===== src/rtl/cae_pkg.sv =====
package cae_pkg;
  localparam int LFSR_W = 31;
  localparam logic [LFSR_W-1:0] LFSR_SEED = 31'h1;

  function automatic logic [LFSR_W-1:0] lfsr_step(input logic [LFSR_W-1:0] s);
    return {s[LFSR_W-2:0], s[30] ^ s[27]};
  endfunction
endpackage


===== src/rtl/cae_chip_gen.sv =====
module cae_chip_gen
  import cae_pkg::*;
(
  input  logic clk,
  input  logic rst,
  input  logic reseed_i,
  input  logic adv_i,
  output logic chip_o
);
  logic [LFSR_W-1:0] state;

  always_ff @(posedge clk) begin
    if (rst || reseed_i) state <= LFSR_SEED;
    else if (adv_i)      state <= lfsr_step(state);
  end

  assign chip_o = state[0];

  // a maximal-length register never reaches the all-zero lockup state
  a_r2_lfsr_nonzero: assert property (@(posedge clk) disable iff (rst)
    state != '0);
  // a window boundary leaves the generator at its seed
  a_r9_reseed: assert property (@(posedge clk) disable iff (rst)
    reseed_i |=> state == LFSR_SEED);
endmodule


===== src/rtl/cae_window_ctl.sv =====
module cae_window_ctl #(
  parameter int LONG_LOG2  = 28,
  parameter int SHORT_LOG2 = 16
) (
  input  logic clk,
  input  logic rst,
  input  logic start_i,
  input  logic clear_i,
  input  logic len_sel_i,
  input  logic valid_i,
  output logic take_o,
  output logic last_o,
  output logic restart_o
);
  localparam int CNT_W = LONG_LOG2;
  localparam logic [CNT_W-1:0] LONG_MASK  = '1;
  localparam logic [CNT_W-1:0] SHORT_MASK =
    {{(CNT_W-SHORT_LOG2){1'b0}}, {SHORT_LOG2{1'b1}}};

  logic             running;
  logic             short_mode;
  logic [CNT_W-1:0] cnt;
  logic [CNT_W-1:0] lim;

  assign lim       = short_mode ? SHORT_MASK : LONG_MASK;
  assign restart_o = start_i || clear_i;
  assign take_o    = running && valid_i && !restart_o;
  assign last_o    = take_o && (cnt == lim);

  always_ff @(posedge clk) begin
    if (rst) begin
      running    <= 1'b0;
      short_mode <= 1'b0;
      cnt        <= '0;
    end else if (clear_i) begin
      running <= 1'b0;
      cnt     <= '0;
    end else if (start_i) begin
      running    <= 1'b1;
      short_mode <= len_sel_i;
      cnt        <= '0;
    end else if (take_o) begin
      cnt <= last_o ? '0 : cnt + 1'b1;
    end
  end

  // the sample count never passes the end of the selected window
  a_r8_cnt_in_range: assert property (@(posedge clk) disable iff (rst)
    cnt <= lim);
  // clear always leaves the block idle
  a_r10_clear_idles: assert property (@(posedge clk) disable iff (rst)
    clear_i |=> !running);
  // the captured length cannot change without a start
  a_r4_mode_held: assert property (@(posedge clk) disable iff (rst)
    !start_i |=> $stable(short_mode));
endmodule


===== src/rtl/cae_integrator.sv =====
module cae_integrator #(
  parameter int SAMP_W = 16,
  parameter int ACC_W  = 48
) (
  input  logic              clk,
  input  logic              rst,
  input  logic              take_i,
  input  logic              last_i,
  input  logic              restart_i,
  input  logic              chip_i,
  input  logic [SAMP_W-1:0] smp_i,
  output logic [ACC_W-1:0]  est_o,
  output logic              done_o
);
  localparam int EXT_W = ACC_W - SAMP_W;

  logic [ACC_W-1:0] acc;
  logic [ACC_W-1:0] ext;
  logic [ACC_W-1:0] sum;

  assign ext = {{EXT_W{smp_i[SAMP_W-1]}}, smp_i};
  assign sum = chip_i ? (acc - ext) : (acc + ext);

  always_ff @(posedge clk) begin
    if (rst) begin
      acc    <= '0;
      est_o  <= '0;
      done_o <= 1'b0;
    end else begin
      done_o <= last_i;
      if (restart_i) begin
        acc <= '0;
      end else if (last_i) begin
        est_o <= sum;
        acc   <= '0;
      end else if (take_i) begin
        acc <= sum;
      end
    end
  end

  // done is a single-cycle pulse
  a_r5_done_pulse: assert property (@(posedge clk) disable iff (rst)
    done_o |=> !done_o);
  // the estimate moves only together with done
  a_r6_est_hold: assert property (@(posedge clk) disable iff (rst)
    !done_o |-> $stable(est_o));
  // without an accepted sample or restart the accumulator is frozen
  a_r7_idle_acc_hold: assert property (@(posedge clk) disable iff (rst)
    (!take_i && !restart_i) |=> $stable(acc));
endmodule


===== src/rtl/corr_err_extract.sv =====
module corr_err_extract #(
  parameter int SAMP_W     = 16,
  parameter int ACC_W      = 48,
  parameter int LONG_LOG2  = 28,
  parameter int SHORT_LOG2 = 16
) (
  input  logic              clk,
  input  logic              rst,
  input  logic              start_i,
  input  logic              clear_i,
  input  logic              len_sel_i,
  input  logic              smp_valid_i,
  input  logic [SAMP_W-1:0] smp_i,
  output logic [ACC_W-1:0]  est_o,
  output logic              done_o
);
  logic take, last, restart, chip;

  cae_window_ctl #(
    .LONG_LOG2 (LONG_LOG2),
    .SHORT_LOG2(SHORT_LOG2)
  ) u_ctl (
    .clk      (clk),
    .rst      (rst),
    .start_i  (start_i),
    .clear_i  (clear_i),
    .len_sel_i(len_sel_i),
    .valid_i  (smp_valid_i),
    .take_o   (take),
    .last_o   (last),
    .restart_o(restart)
  );

  cae_chip_gen u_chip (
    .clk     (clk),
    .rst     (rst),
    .reseed_i(restart || last),
    .adv_i   (take),
    .chip_o  (chip)
  );

  cae_integrator #(
    .SAMP_W(SAMP_W),
    .ACC_W (ACC_W)
  ) u_int (
    .clk      (clk),
    .rst      (rst),
    .take_i   (take),
    .last_i   (last),
    .restart_i(restart),
    .chip_i   (chip),
    .smp_i    (smp_i),
    .est_o    (est_o),
    .done_o   (done_o)
  );
endmodule


===== config.mk =====
export PLATFORM = sky130hd
export DESIGN_NAME = corr_err_extract
export DESIGN_NICKNAME = d
export VERILOG_FILES = /design/src/rtl/cae_pkg.sv /design/src/rtl/cae_chip_gen.sv /design/src/rtl/cae_window_ctl.sv /design/src/rtl/cae_integrator.sv /design/src/rtl/corr_err_extract.sv
export SDC_FILE = /design/constraint.sdc
export NUM_CORES = 1
export LEC_CHECK = 0
export BUFFER_PORTS_ARGS = -buffer_cell sky130_fd_sc_hd__buf_2
export CORE_AREA = 10 10 136 138
export DETAILED_ROUTE_END_ITERATION = 10
export DIE_AREA = 0 0 146 148
export PLACE_DENSITY = 0.84
export SLEW_MARGIN = 10
export SYNTH_ARGS = -nofsm -noshare
export SYNTH_HDL_FRONTEND = slang
export SYNTH_HIERARCHICAL = 1
export SYNTH_SLANG_ARGS = --single-unit

===== constraint.sdc =====
create_clock -name clk -period 8.5 [get_ports clk]
set_clock_uncertainty 0.2 [all_clocks]
set_input_delay 0.425 -clock clk [delete_from_list [all_inputs] [get_ports clk]]
set_output_delay 0.425 -clock clk [all_outputs]
set_load 0.01 [all_outputs]

### Yosys cells after proc, flatten, opt, wreduce, memory -nomap -nowiden

Index checks and enable logic that the tools add are counted.

* output and inout port bits: 49
* bits in registers: 158
* word-level logic and storage cells: 29
* input port bits: 22

* add/sub/neg operators: 3
* equality and inequality tests: 1
* muxes and demuxes: 3
* bitwise gates (word level): 3
* reductions and logical operators: 12

Operator list (number)
* two-way mux 28 bit: 2
* adder 48 bit: 1
* two-way mux 48 bit: 1
* subtractor 48 bit: 1
* adder 28 x 1 -> 28 bit (second input constant): 1
* equality test 28 bit: 1
* OR reduction 3 bit: 2
* AND reduction 2 bit: 2
* logical AND 1 bit: 3
* logical OR 1 bit: 3
* inverter 1 bit: 2
* OR reduction 2 bit: 1
* zero test 1 bit: 1
* bitwise XOR 1 bit: 1

### Logic depth before layout (Yosys ltp)

Gate-level depths: netlist (run 1).

* depth in word-level cells: 6
* gate-level depth with buffers: 20
* gate-level depth less buffers: 19

### Modules after synthesis

Netlist (run 1), hierarchy kept.

By module, submodules not included
* cae_integrator: area an instance 6861.6 µm², instances 1, seq. area each 1941.9 µm², cells an instance 901
* cae_window_ctl: area an instance 1452.6 µm², instances 1, seq. area each 600.6 µm², cells an instance 170
* cae_chip_gen: area an instance 1157.4 µm², instances 1, seq. area each 620.6 µm², cells an instance 103
* corr_err_extract: area an instance 6.3 µm², instances 1, seq. area each 0.0 µm², cells an instance 1

### Worst setup path after synthesis (run 1)

Ideal clock, no wire load.

* path kind: input -> register
* start: input smp_i[4]
* end: register u_int.acc[46]
* data required time: 8238 ps
* buffers on the path: 2
* data arrival time: 4138 ps
* library setup time: 62 ps
* path slack: 4100 ps
* stages on the path: 20
* cell sequence: nor3_1 nand2_1 nor4_1 and2_1 nand2_1 clkbuf_1 ha_1 inv_1 o21ai_0 ha_1 buf_2 a211oi_2 o211ai_1 a31oi_2 nor3_4 a21oi_4 o31ai_4 a21bo_2 or3_1 nand3_1

* word-level cells in the longest chain between the ends: 2
* elaborated cells between the ends (all ways): 3
* classes of those cells: add/sub (2); mux (1)

RTL lines
* start, declared: line corr_err_extract.sv:13 `input logic [SAMP_W-1:0] smp_i,`
* adder 48 bit or subtractor 48 bit (tied branches): line cae_integrator.sv:22 `assign sum = chip_i ? (acc - ext) : (acc + ext);`
* two-way mux 48 bit (*): line cae_integrator.sv:22
* end signal, assigned: line cae_integrator.sv:37 `acc <= sum;`
* end, declared: line cae_integrator.sv:17 `logic [ACC_W-1:0] acc;`

Every way passes the cells marked *; elsewhere a longest branch is shown, timed or not.
A chain may end at the register's enable or synchronous reset.

### Worst setup path in the final report (run 1)

* start: input smp_i[2]
* end: register u_int.acc[41]

Same word-level chain as after synthesis.

==> results_dict.tcl, run 1 <==
set metrics [dict create \
    yosysWarningCount 6 \
    critPathMaxStageDelay_ns 0.45 \
    syn_avg_cell_area_um2 8.07 \
    holdWs_ns 0.0386 \
    grt_pass1_wl_um 40400 \
    leakage_nw 4.08 \
    die_area_um2 21600 \
    drc_errors 0 \
    final-hold-violation-count 0 \
    cp_top_family "simple AND/OR/NAND/NOR gates" \
    p_clk_frac 0.473 \
    grtUsageMet1 0.275 \
    io_buffers 70 \
    ant_nets 0 \
    syn2layout_area_growth_pct 9.94 \
    synth_seq_cells 158 \
    coreArea_um2 15700 \
    synth_area_um2 9480 \
    cp.depth 19 \
    use_met3 0.0443 \
    start_util 0.603 \
    rsz0062_at_grt "false" \
    grt.overflow.total 0 \
    synth_edf_count 0 \
    cts_tree "done" \
    insertion_delay_ns 0.44 \
    wl_per_cell_um 17.0 \
    yosysTopAreaCell "dfxtp_1" \
    status "finished, final reports clean" \
    cp_slowest_cell "ha_1" \
    cts_resized 0 \
    cp_max_fo 12 \
    path_clk_slew_ns 0.07 \
    crit_type "input pin to register" \
    period_share 0.564 \
    diodes 0 \
    grt_pass1_vias 8250 \
    tns_ns 0 \
    p_switching_w 0.000430 \
    max_cap_violations 0 \
    switching_share 0.264 \
    ys.flop_type "dfxtp_1" \
    synth_seq_area_share 0.334 \
    layout-drive-gt1-share 0.113 \
    numCtsBuffers 17 \
    start_kind "input pin" \
    ff2ff_path_depth 12 \
    cp_num_buf_inv 2 \
    arrival_ns 4.91 \
    max-clock-path-buffers 2 \
    routabilityCongestion 0.965 \
    die_w_um 146 \
    worst_slew_pin_slew_ns 1.23 \
    synthTopCellsByCount "dfxtp_1, nand2_1, nor2_1, a21oi_1, mux2i_1" \
    path_common_cell "nand2_1" \
    finalWirelength_um 24300 \
    dp_hpwl_um 16900 \
    htreeDepth 4 \
    cp-end-kind "register" \
    netlist_instances 1175 \
    synthArstFlopShare 0 \
    top_usage_layer "met2" \
    met2_usage 0.365 \
    drtPass1Iterations 5 \
    setup_viol 0 \
    cp_cell_sequence "buf_2 > nor3_1 > nand2_1 > nor4_1 > and2_1 > nand2_1 > ha_1 > inv_1 > o21ai_0 > ha_1 > nand2_1 > nor3_1 > nand3_1 > a211o_1 > a21oi_1 > o21ai_0 > a21oi_1 > or3_1 > nand3_1" \
    hold_depth 3 \
    route.vias.total 8636 \
    yosys-top-cells-area "dfxtp_1, mux2i_1, ha_1" \
    min_period_ns 4.80 \
    rows 46 \
    p_int_w 0.00120 \
    clock_sinks 158 \
    finalMaxSlewViolations 0 \
    yosysMostFrequentCell "dfxtp_1" \
    slew_headroom 0.177 \
    p_comb_frac 0.072 \
    seqPwrFrac 0.455 \
    die_y_um 148 \
    io_pins 71 \
    antenna_found_initial 0 \
    nets 1279 \
    netlist.area_leader.share 0.334 \
    grt_max_degree 62 \
    syn-num-nets 1250 \
    regToRegSetupSlack_ns 4.05 \
    via_per_inst 6.03 \
    synth_cell_types 77 \
    ir_drop_uv 148 \
    root_buffer "clkbuf_16" \
    drtIter0Drc 834 \
    hold_path.class "input pin to register" \
    grt.total_usage 0.220 \
    powerDensity_nw_per_um2 156 \
    required_ns 8.61 \
    max_freq_ghz 0.209 \
]
## cell usage in the layout (no fill, tap or decap), types with 3 or more instances in the layout
cell       count
nand3_1       46
nor3_1        22
and3_1        13
o21ai_0       41
o21bai_1       8
and4_1         4
a21o_1        27
xnor2_1       45
o21a_1         6
nand2b_1       6
inv_1         28
o211ai_1       5
o2111ai_1      3
or3_1         12
o22ai_1        7
o31ai_1        8
inv_6          7
nand2_1      139
nand2_2        3
mux2i_1       68
clkbuf_16     17
a211oi_1      10
ha_1          52
buf_2         70
nand4_1       20
dfxtp_1      158
nor2b_1        3
xor2_1        27
and2_1         7
a21oi_1      124
nor4_1         9
nand4b_1       3
a31oi_1       11
inv_8          3
or4_1          8
nor2_1       135
buf_4          6
## power groups by stage
stage	Combinational, W	Clock (W)	Sequential, W
5_1_grt	0.000128	0.000812	0.000741
3_3_place_gp	0.000111	0	0.000758
2_1_floorplan	0.0000846	0	0.000758
3_5_place_dp	0.000113	0	0.000758
4_1_cts	0.000114	0.000780	0.000741
6_report	0.000117	0.000771	0.000742
## state kept, by name, indices dropped and copies added (netlist names)
signal / count
u_int/acc: 48
u_int/est_o: 48
u_chip/state: 31
u_ctl/cnt: 28
u_ctl/running: 1
u_ctl/short_mode: 1
u_int/done_o: 1
## through the flow
step	total power, W	instances	worst slack, ns	util	cell area [um2]
6_report	0.00163	1433	3.70	0.663	10400
5_1_grt	0.00168	1433	3.40	0.663	10400
4_1_cts	0.00164	1433	3.83	0.663	10400
3_5_place_dp	0.000871	1400	3.42	0.625	9820
3_3_place_gp	0.000869	1400	3.62	0.625	9820
2_1_floorplan	0.000843	1175	4.10	-	9480
## worst register-to-register path, delay by kind of cell (launching register included)
kind                       cells  cell delay, ns
adders and majority gates      1            0.45
DFF                            1            0.37
and+or+nand+nor                3            1.18
AOI/OAI and AO/OA              8            2.21
## layout make-up
class | instances | area (um2)
fill | 1303 | 5290
clock inverter | 14 | 165
inverter | 29 | 109
sequential | 158 | 3160
timing repair buffer | 77 | 405
tap | 216 | 270
multi-input combinational | 921 | 5880
clock buffer | 18 | 429
## logic make-up (layout without fill, tap and decap cells)
family	count (synthesis)	count (layout)	synth area share
simple gates	447	447	0.224
compound gates	280	280	0.184
flops	158	158	0.334
buf+inv	96	138	0.0471
xor+xnor	73	73	0.0683
mux	68	68	0.0718
fa+ha+maj	53	53	0.0708
## metal layers
| metal | vias to the layer above | part of all wire |
|---|---|---|
| met3 | 52 | 0.059 |
| met5 | - | 0 |
| met4 | 0 | 0.024 |
| li1 | 4219 | - |
| met2 | 341 | 0.47 |
| met1 | 4024 | 0.45 |
## repair_timing
action	in CTS	in global routing
endpoints found under the hold margin	1	0
buffers inserted	0	0
hold buffers	1	0
## path summary, 6_finish.rpt
kind / startpoint / end
setup / recovery: smp_i[2] / u_int/acc[41]$_SDFFE_PP0P_
hold / removal: len_sel_i / u_ctl/short_mode$_SDFFE_PP0P_
setup reg to reg: u_chip/state[0]$_SDFFE_PP1P_ / u_int/est_o[44]$_SDFFE_PP0P_
hold reg to reg: u_int/est_o[36]$_SDFFE_PP0P_ / u_int/est_o[36]$_SDFFE_PP0P_
(Power assumes the default switching activity.)
==> run 2, diff against run 1 <==
--- a/config.mk
+++ b/config.mk
@@ -5,11 +5,12 @@
 export SDC_FILE = /design/constraint.sdc
 export NUM_CORES = 1
 export LEC_CHECK = 0
+export ABC_AREA = 1
 export BUFFER_PORTS_ARGS = -buffer_cell sky130_fd_sc_hd__buf_2
-export CORE_AREA = 10 10 136 138
+export CORE_AREA = 10 10 150 152
 export DETAILED_ROUTE_END_ITERATION = 10
-export DIE_AREA = 0 0 146 148
-export PLACE_DENSITY = 0.84
+export DIE_AREA = 0 0 160 162
+export PLACE_DENSITY = 0.81
 export SLEW_MARGIN = 10
 export SYNTH_ARGS = -nofsm -noshare
 export SYNTH_HDL_FRONTEND = slang
==> constraint.sdc (replaced) <==
create_clock -name clk -period 4 [get_ports clk]
set_clock_uncertainty 0.2 [all_clocks]
set_input_delay 0.2 -clock clk [delete_from_list [all_inputs] [get_ports clk]]
set_output_delay 0.2 -clock clk [all_outputs]
set_load 0.01 [all_outputs]
==> run 2 against run 1 <==
  * Wire length is 25% higher
  * Cell count is 44% higher
  * Clock power is 120% higher
  * Global-route usage is 0.86 points higher
  * Register-to-register slack worse by 3.6 ns
  * Combinational power is 140% higher
  * Critical path type unchanged
  * Largest cell class unchanged
  * Largest power group unchanged
==> results_dict.tcl, run 2 <==
set metrics [dict create \
    finalWirelength_um 30300 \
    leakage_nw 6.11 \
    r2r-start "u_chip/state[0]$_SDFFE_PP1P_" \
    synth_fa_ha_area_frac 0.0622 \
    die_area_um2 25900 \
    drtIter0Drc 818 \
    synthTopCellsByCount "nand2_1, nor2_1, inv_1, dfxtp_1, nand3_1" \
    die_w_um 160 \
    rows 51 \
    dp.cells 2020 \
    grt_pass1_vias 9993 \
    grt.total_usage 0.229 \
    synth_mux_area_frac 0 \
    yosysTopAreaCell "dfxtp_1" \
    powerDensity_nw_per_um2 292 \
    final_cell_mix "nand2_1, nor2_1, inv_1" \
    ir_drop_uv 301 \
    nets 1860 \
    synth_area_um2 10800 \
    yosysWarningCount 6 \
    wl_per_cell_um 14.7 \
    setup_viol 0 \
    reg.largest.list "u_int/acc x48, u_int/est_o x48, u_chip/state x31" \
    synthArstFlopShare 0 \
    regToRegSetupSlack_ns 0.41 \
    max-clock-path-buffers 2 \
    required_ns 4.14 \
    io_buffers 70 \
    ff_latch_area_um2 3160 \
    synth_xor_area_frac 0.0414 \
    netlist.area_leader.share 0.293 \
    slew_headroom 0.558 \
    yosysMostFrequentCell "nand2_1" \
    layout_commonest_cell "nand2_1" \
    synth_top_family_by_area "simple AND/OR/NAND/NOR gates" \
    final-hold-violation-count 0 \
    synth_cell_types 45 \
    finalMaxSlewViolations 0 \
    grt_max_degree 64 \
    crit_path_end "u_int/acc[46]$_SDFFE_PP0P_" \
    coreArea_um2 19400 \
    drc_errors 0 \
    route.vias.total 10700 \
    hold_path.class "input pin to register" \
    worst_slew_pin_slew_ns 0.662 \
    crit_start "smp_i[0]" \
    routabilityCongestion 0.973 \
    start_util 0.556 \
    start_kind "input pin" \
    htreeDepth 4 \
    crit_type "input pin to register" \
    finalNonFillerCells 2063 \
    p_total_w 0.00356 \
    synth-simple-area-share 0.366 \
    ant_nets 0 \
    tns_ns 0 \
    cp-end-kind "register" \
    status "finished, final reports clean" \
    netlist_instances 1714 \
    die_y_um 162 \
    via_per_inst 5.21 \
    yosys-top-cells-area "dfxtp_1, nand2_1, nor2_1" \
    synth_seq_area_share 0.293 \
    cp_max_fo 4 \
    synth_seq_cells 158 \
    synth_edf_count 0 \
    max_cap_violations 0 \
    io_pins 71 \
    syn_avg_cell_area_um2 6.29 \
    antenna_found_initial 0 \
    r2r_end "u_int/est_o[23]$_SDFFE_PP0P_" \
    max_freq_ghz 0.266 \
    dp_hpwl_um 22700 \
    arrival_ns 3.90 \
    ys.flop_type "dfxtp_1" \
    multiInputGateArea_um2 6460 \
    min_period_ns 3.76 \
    period_share 0.940 \
    syn2layout_area_growth_pct 13.0 \
    synth_compound_area_frac 0.119 \
    path_clk_slew_ns 0.07 \
    place_ws_ns 0.227 \
    insertion_delay_ns 0.44 \
    grt_pass1_wl_um 49100 \
    cts_tree "done" \
    drtPass1Iterations 6 \
    layout-drive-gt1-share 0.138 \
    numCtsBuffers 17 \
    fillers 1872 \
    diodes 0 \
    clock_sinks 158 \
    root_buffer "clkbuf_16" \
    grt.overflow.total 0 \
    ff2ff_path_depth 16 \
    finalWorstSetupSlack_ns 0.242 \
    syn-num-nets 1789 \
]
[run 2: cell types whose count changed after synthesis, moves of 12 or more]
cell     before  now
nand3_1      46  107
a21oi_2       1   30
nor2_1      135  304
nand2_1     139  404
xnor2_1      45   19
a21o_1       27    3
inv_1        28  261
nand2_2       3   30
mux2i_1      68    0
or3_1        12    0
a21oi_1     124   59
o21ai_0      41   68
[run 2: worst min-delay path by stage]
stage | from | end | slack [ns] | cells past startpoint
after floorplan | rst | u_ctl/short_mode$_SDFFE_PP0P_ | 0.07 | 1
after global placement | clear_i | u_ctl/running$_SDFFE_PP0P_ | 0.23 | 2
after detailed placement | clear_i | u_ctl/running$_SDFFE_PP0P_ | 0.23 | 2
after CTS | start_i | u_ctl/cnt[0]$_SDFFE_PP0P_ | 0.1 | 5
after global routing | start_i | u_ctl/cnt[1]$_SDFFE_PP0P_ | 0.16 | 5
final | start_i | u_ctl/cnt[1]$_SDFFE_PP0P_ | 0.12 | 5
[run 2: where the power goes]
| part | internal (W) | switching, W | total, W |
|---|---|---|---|
| combinational | 0.0000863 | 0.000192 | 0.000279 |
| sequential | 0.00157 | 0.00000147 | 0.00157 |
| clock | 0.000865 | 0.000843 | 0.00171 |
[run 2: per-stage QoR]
stage               hold WS (ns)   util  area, um2
finish                     0.117  0.628      12200
global route               0.156  0.628      12200
CTS                       0.0969  0.621      12100
detailed placement         0.234  0.585      11400
global placement           0.229  0.585      11400
floorplan                 0.0691      -      10800
[run 2: cell families after synthesis]
| kind of cell | Yosys count |
|---|---|
| buffers and inverters | 315 |
| and+or+nand+nor | 923 |
| xor gates and xnor gates | 51 |
| adders and majority gates | 53 |
| DFF | 158 |
| AOI/OAI and AO/OA | 214 |
[run 2: layout make-up]
| type | instances | area share |
|---|---|---|
| Sequential cell | 158 | 0.260 |
| Tap cell | 265 | 0.0272 |
| Inverter | 267 | 0.0827 |
| Multi-Input combinational cell | 1241 | 0.530 |
| Clock buffer | 17 | 0.0349 |
| Clock inverter | 15 | 0.0169 |
| Timing Repair Buffer | 100 | 0.0487 |
[run 2: what timing repair did]
item,CTS,global route
resized for setup,0,28
hold buffers,7,0
endpoints found under the hold margin,10,0
setup buffers,0,4
setup endpoints to repair,0,61
[run 2: metal layers]
metal  GRT usage  vias to the layer above  routed length, um  part of all wire
li1            -                     5507                  -                 -
met1       0.300                     4899              14200              0.47
met2       0.381                      308              13900              0.46
met3      0.0374                       28               1880             0.062
met4      0.0614                        0                400             0.013
met5           0                        -                  0                 0
[run 2: worst max-delay path, stage by stage]
cell and delay (ns):
dlygate4sd3_1 0.53, buf_2 0.13, inv_1 0.09, nand3_1 0.11
nor3_2 0.15, nand2_1 0.11, inv_1 0.06, nand3_1 0.09
nor3_2 0.26, buf_4 0.15, nor2_1 0.04, xor2_1 0.27
inv_1 0.12, ha_4 0.30, nand2_2 0.09, nor3_1 0.20
nand2_1 0.08, nand2_1 0.20, nand2_1 0.08, nand2_1 0.18
nand2_1 0.14, nand4_1 0.13, nand3_1 0.08, nand2_1 0.08
inv_1 0.05
==> run 3, diff against run 2 <==
==> constraint.sdc (replaced) <==
create_clock -name clk -period 3.35 [get_ports clk]
set_clock_uncertainty 0.2 [all_clocks]
set_input_delay 0.1675 -clock clk [delete_from_list [all_inputs] [get_ports clk]]
set_output_delay 0.1675 -clock clk [all_outputs]
set_load 0.01 [all_outputs]
==> run 3 against run 2 <==
  * Sequential power rose by 20%
  * Critical path type is now register to register
  * Critical path depth fell by 8
  * Sequential share of layout area fell by 1.6 points
  * Largest power group unchanged
  * Combinational power rose by 46%
  * Sequential cell count did not move
  * Utilization rose by 4.2 points
  * Global-route usage rose by 1.7 points
==> results_dict.tcl, run 3 (same netlist as run 2, synthesis figures left out) <==
set metrics [dict create \
    status "finished, final reports clean" \
    max_cap_violations 0 \
    final_cell_mix "nand2_1, nor2_1, inv_1" \
    hold_path.class "input pin to register" \
    grt.total_usage 0.245 \
    reg.largest.list "u_int/acc x48, u_int/est_o x48, u_chip/state x31" \
    io_pins 71 \
    numCtsBuffers 17 \
    start_kind "register" \
    cp_num_buf_inv 4 \
    p_total_w 0.00436 \
    die_y_um 162 \
    routabilityCongestion 0.982 \
    antenna_found_initial 0 \
    worstHoldEndpoint "u_int/est_o[0]$_SDFFE_PP0P_" \
    dp_hpwl_um 24500 \
    insertion_delay_ns 0.44 \
    cts_tree "done" \
    final-hold-violation-count 0 \
    finalNonFillerCells 2172 \
    htreeDepth 4 \
    root_buffer "clkbuf_16" \
    powerDensity_nw_per_um2 335 \
    tns_ns 0 \
    drc_errors 0 \
    dp.cells 2135 \
    arrival_ns 3.28 \
    hold_depth 4 \
    max_freq_ghz 0.318 \
    nets 1969 \
    coreArea_um2 19400 \
    drtIter0Drc 801 \
    ant_nets 0 \
    via_per_inst 5.15 \
    drtPass1Iterations 5 \
    ir_drop_uv 287 \
    critPathMaxStageDelay_ns 0.38 \
    die_w_um 160 \
    max-clock-path-buffers 2 \
    grt_max_degree 79 \
    ff2ff_path_depth 17 \
    worst_slew_pin_slew_ns 0.879 \
    cp_cell_sequence "buf_6 > or2_2 > xnor2_1 > inv_1 > ha_1 > nand2_1 > inv_1 > a21oi_1 > nand2_2 > nand2_1 > nand3_2 > nand2_2 > nand2_1 > nand2_1 > nand3_1 > o211ai_1 > inv_1" \
    io_buffers 70 \
    wl_per_cell_um 14.7 \
    rows 51 \
    path_clk_slew_ns 0.07 \
    slew_headroom 0.414 \
    required_ns 3.48 \
    cp_slowest_cell "dfxtp_4" \
    layout_commonest_cell "nand2_1" \
    period_share 0.940 \
    grt_pass1_wl_um 52600 \
    start_util 0.556 \
    setup_viol 0 \
    layout-drive-gt1-share 0.187 \
    grt_pass1_vias 10700 \
    clock_sinks 158 \
    die_area_um2 25900 \
    finalMaxSlewViolations 0 \
    post-route-util 0.670 \
    min_from "smp_i[0]" \
    diodes 0 \
    cp_top_family "simple AND/OR/NAND/NOR gates" \
    route.vias.total 11200 \
    r2r_end "u_int/est_o[26]$_SDFFE_PP0P_" \
    r2r-start "u_chip/state[0]$_SDFFE_PP1P_" \
    syn2layout_area_growth_pct 20.6 \
    path_common_cell "nand2_1" \
    cp_max_fo 11 \
    grt.overflow.total 0 \
    crit_type "register to register" \
    leakage_nw 6.65 \
    cp-end-kind "register" \
    min_period_ns 3.15 \
    finalWirelength_um 32000 \
    regToRegSetupSlack_ns 0.20 \
]
run 3: layout make-up:
| class | count | area, um2 |
|---|---|---|
| Clock buffer | 17 | 425 |
| Clock inverter | 15 | 198 |
| Fill cell | 1852 | 6400 |
| Inverter | 267 | 1010 |
| Multi-Input combinational cell | 1241 | 6430 |
| Sequential cell | 158 | 3170 |
| Tap cell | 265 | 332 |
| Timing Repair Buffer | 209 | 1440 |
run 3: worst min-delay path, delay by kind of cell:
kind	cells	cell delay, ns
buffers and inverters	2	0.21
adder cells (fa/ha/maj)	1	0.16
AO/OA/AOI/OAI	1	0.07
run 3: through the flow:
stage               instance area, um2  setup slack [ns]  hold slack, ns
CTS                              12900           0.00911          0.0212
detailed placement               12200            -0.334           0.208
floorplan                        10800             0.150          0.0366
global route                     13000           -0.0128          0.0430
global placement                 12200            -0.337           0.190
finish                           13000             0.201          0.0260
run 3: timing repair:
action                     CTS  global route
resized for setup            0            25
setup endpoints to repair    0            56
hold endpoints to repair     2             0
setup buffers                0             0
hold buffers                 5             0
run 3: power breakdown:
| part | switching [W] | internal [W] | leakage, nW |
|---|---|---|---|
| registers | 0.00000184 | 0.00188 | 1.27 |
| logic | 0.000248 | 0.000158 | 5.07 |
| clock network | 0.000932 | 0.00114 | 0.305 |
run 3: metal layers:
metal	wire, um	part of all wire	GRT usage	vias to the layer above
met5	0	0	0	-
li1	-	-	-	5737
met1	15100	0.47	0.326	5092
met4	620	0.019	0.0760	0
met3	1890	0.059	0.0415	48
met2	14400	0.45	0.398	313
run 3: worst max path at each step:
| stage | endpoint | from | cells past startpoint |
|---|---|---|---|
| floorplan | u_int/est_o[32]$_SDFFE_PP0P_ | smp_i[1] | 25 |
| global placement | u_int/acc[32]$_SDFFE_PP0P_ | smp_i[2] | 24 |
| detailed placement | u_int/est_o[32]$_SDFFE_PP0P_ | smp_i[2] | 24 |
| CTS | u_int/est_o[32]$_SDFFE_PP0P_ | u_chip/state[0]$_SDFFE_PP1P_ | 20 |
| global route | u_int/est_o[45]$_SDFFE_PP0P_ | smp_i[1] | 25 |
| finish | u_int/est_o[26]$_SDFFE_PP0P_ | u_chip/state[0]$_SDFFE_PP1P_ | 17 |
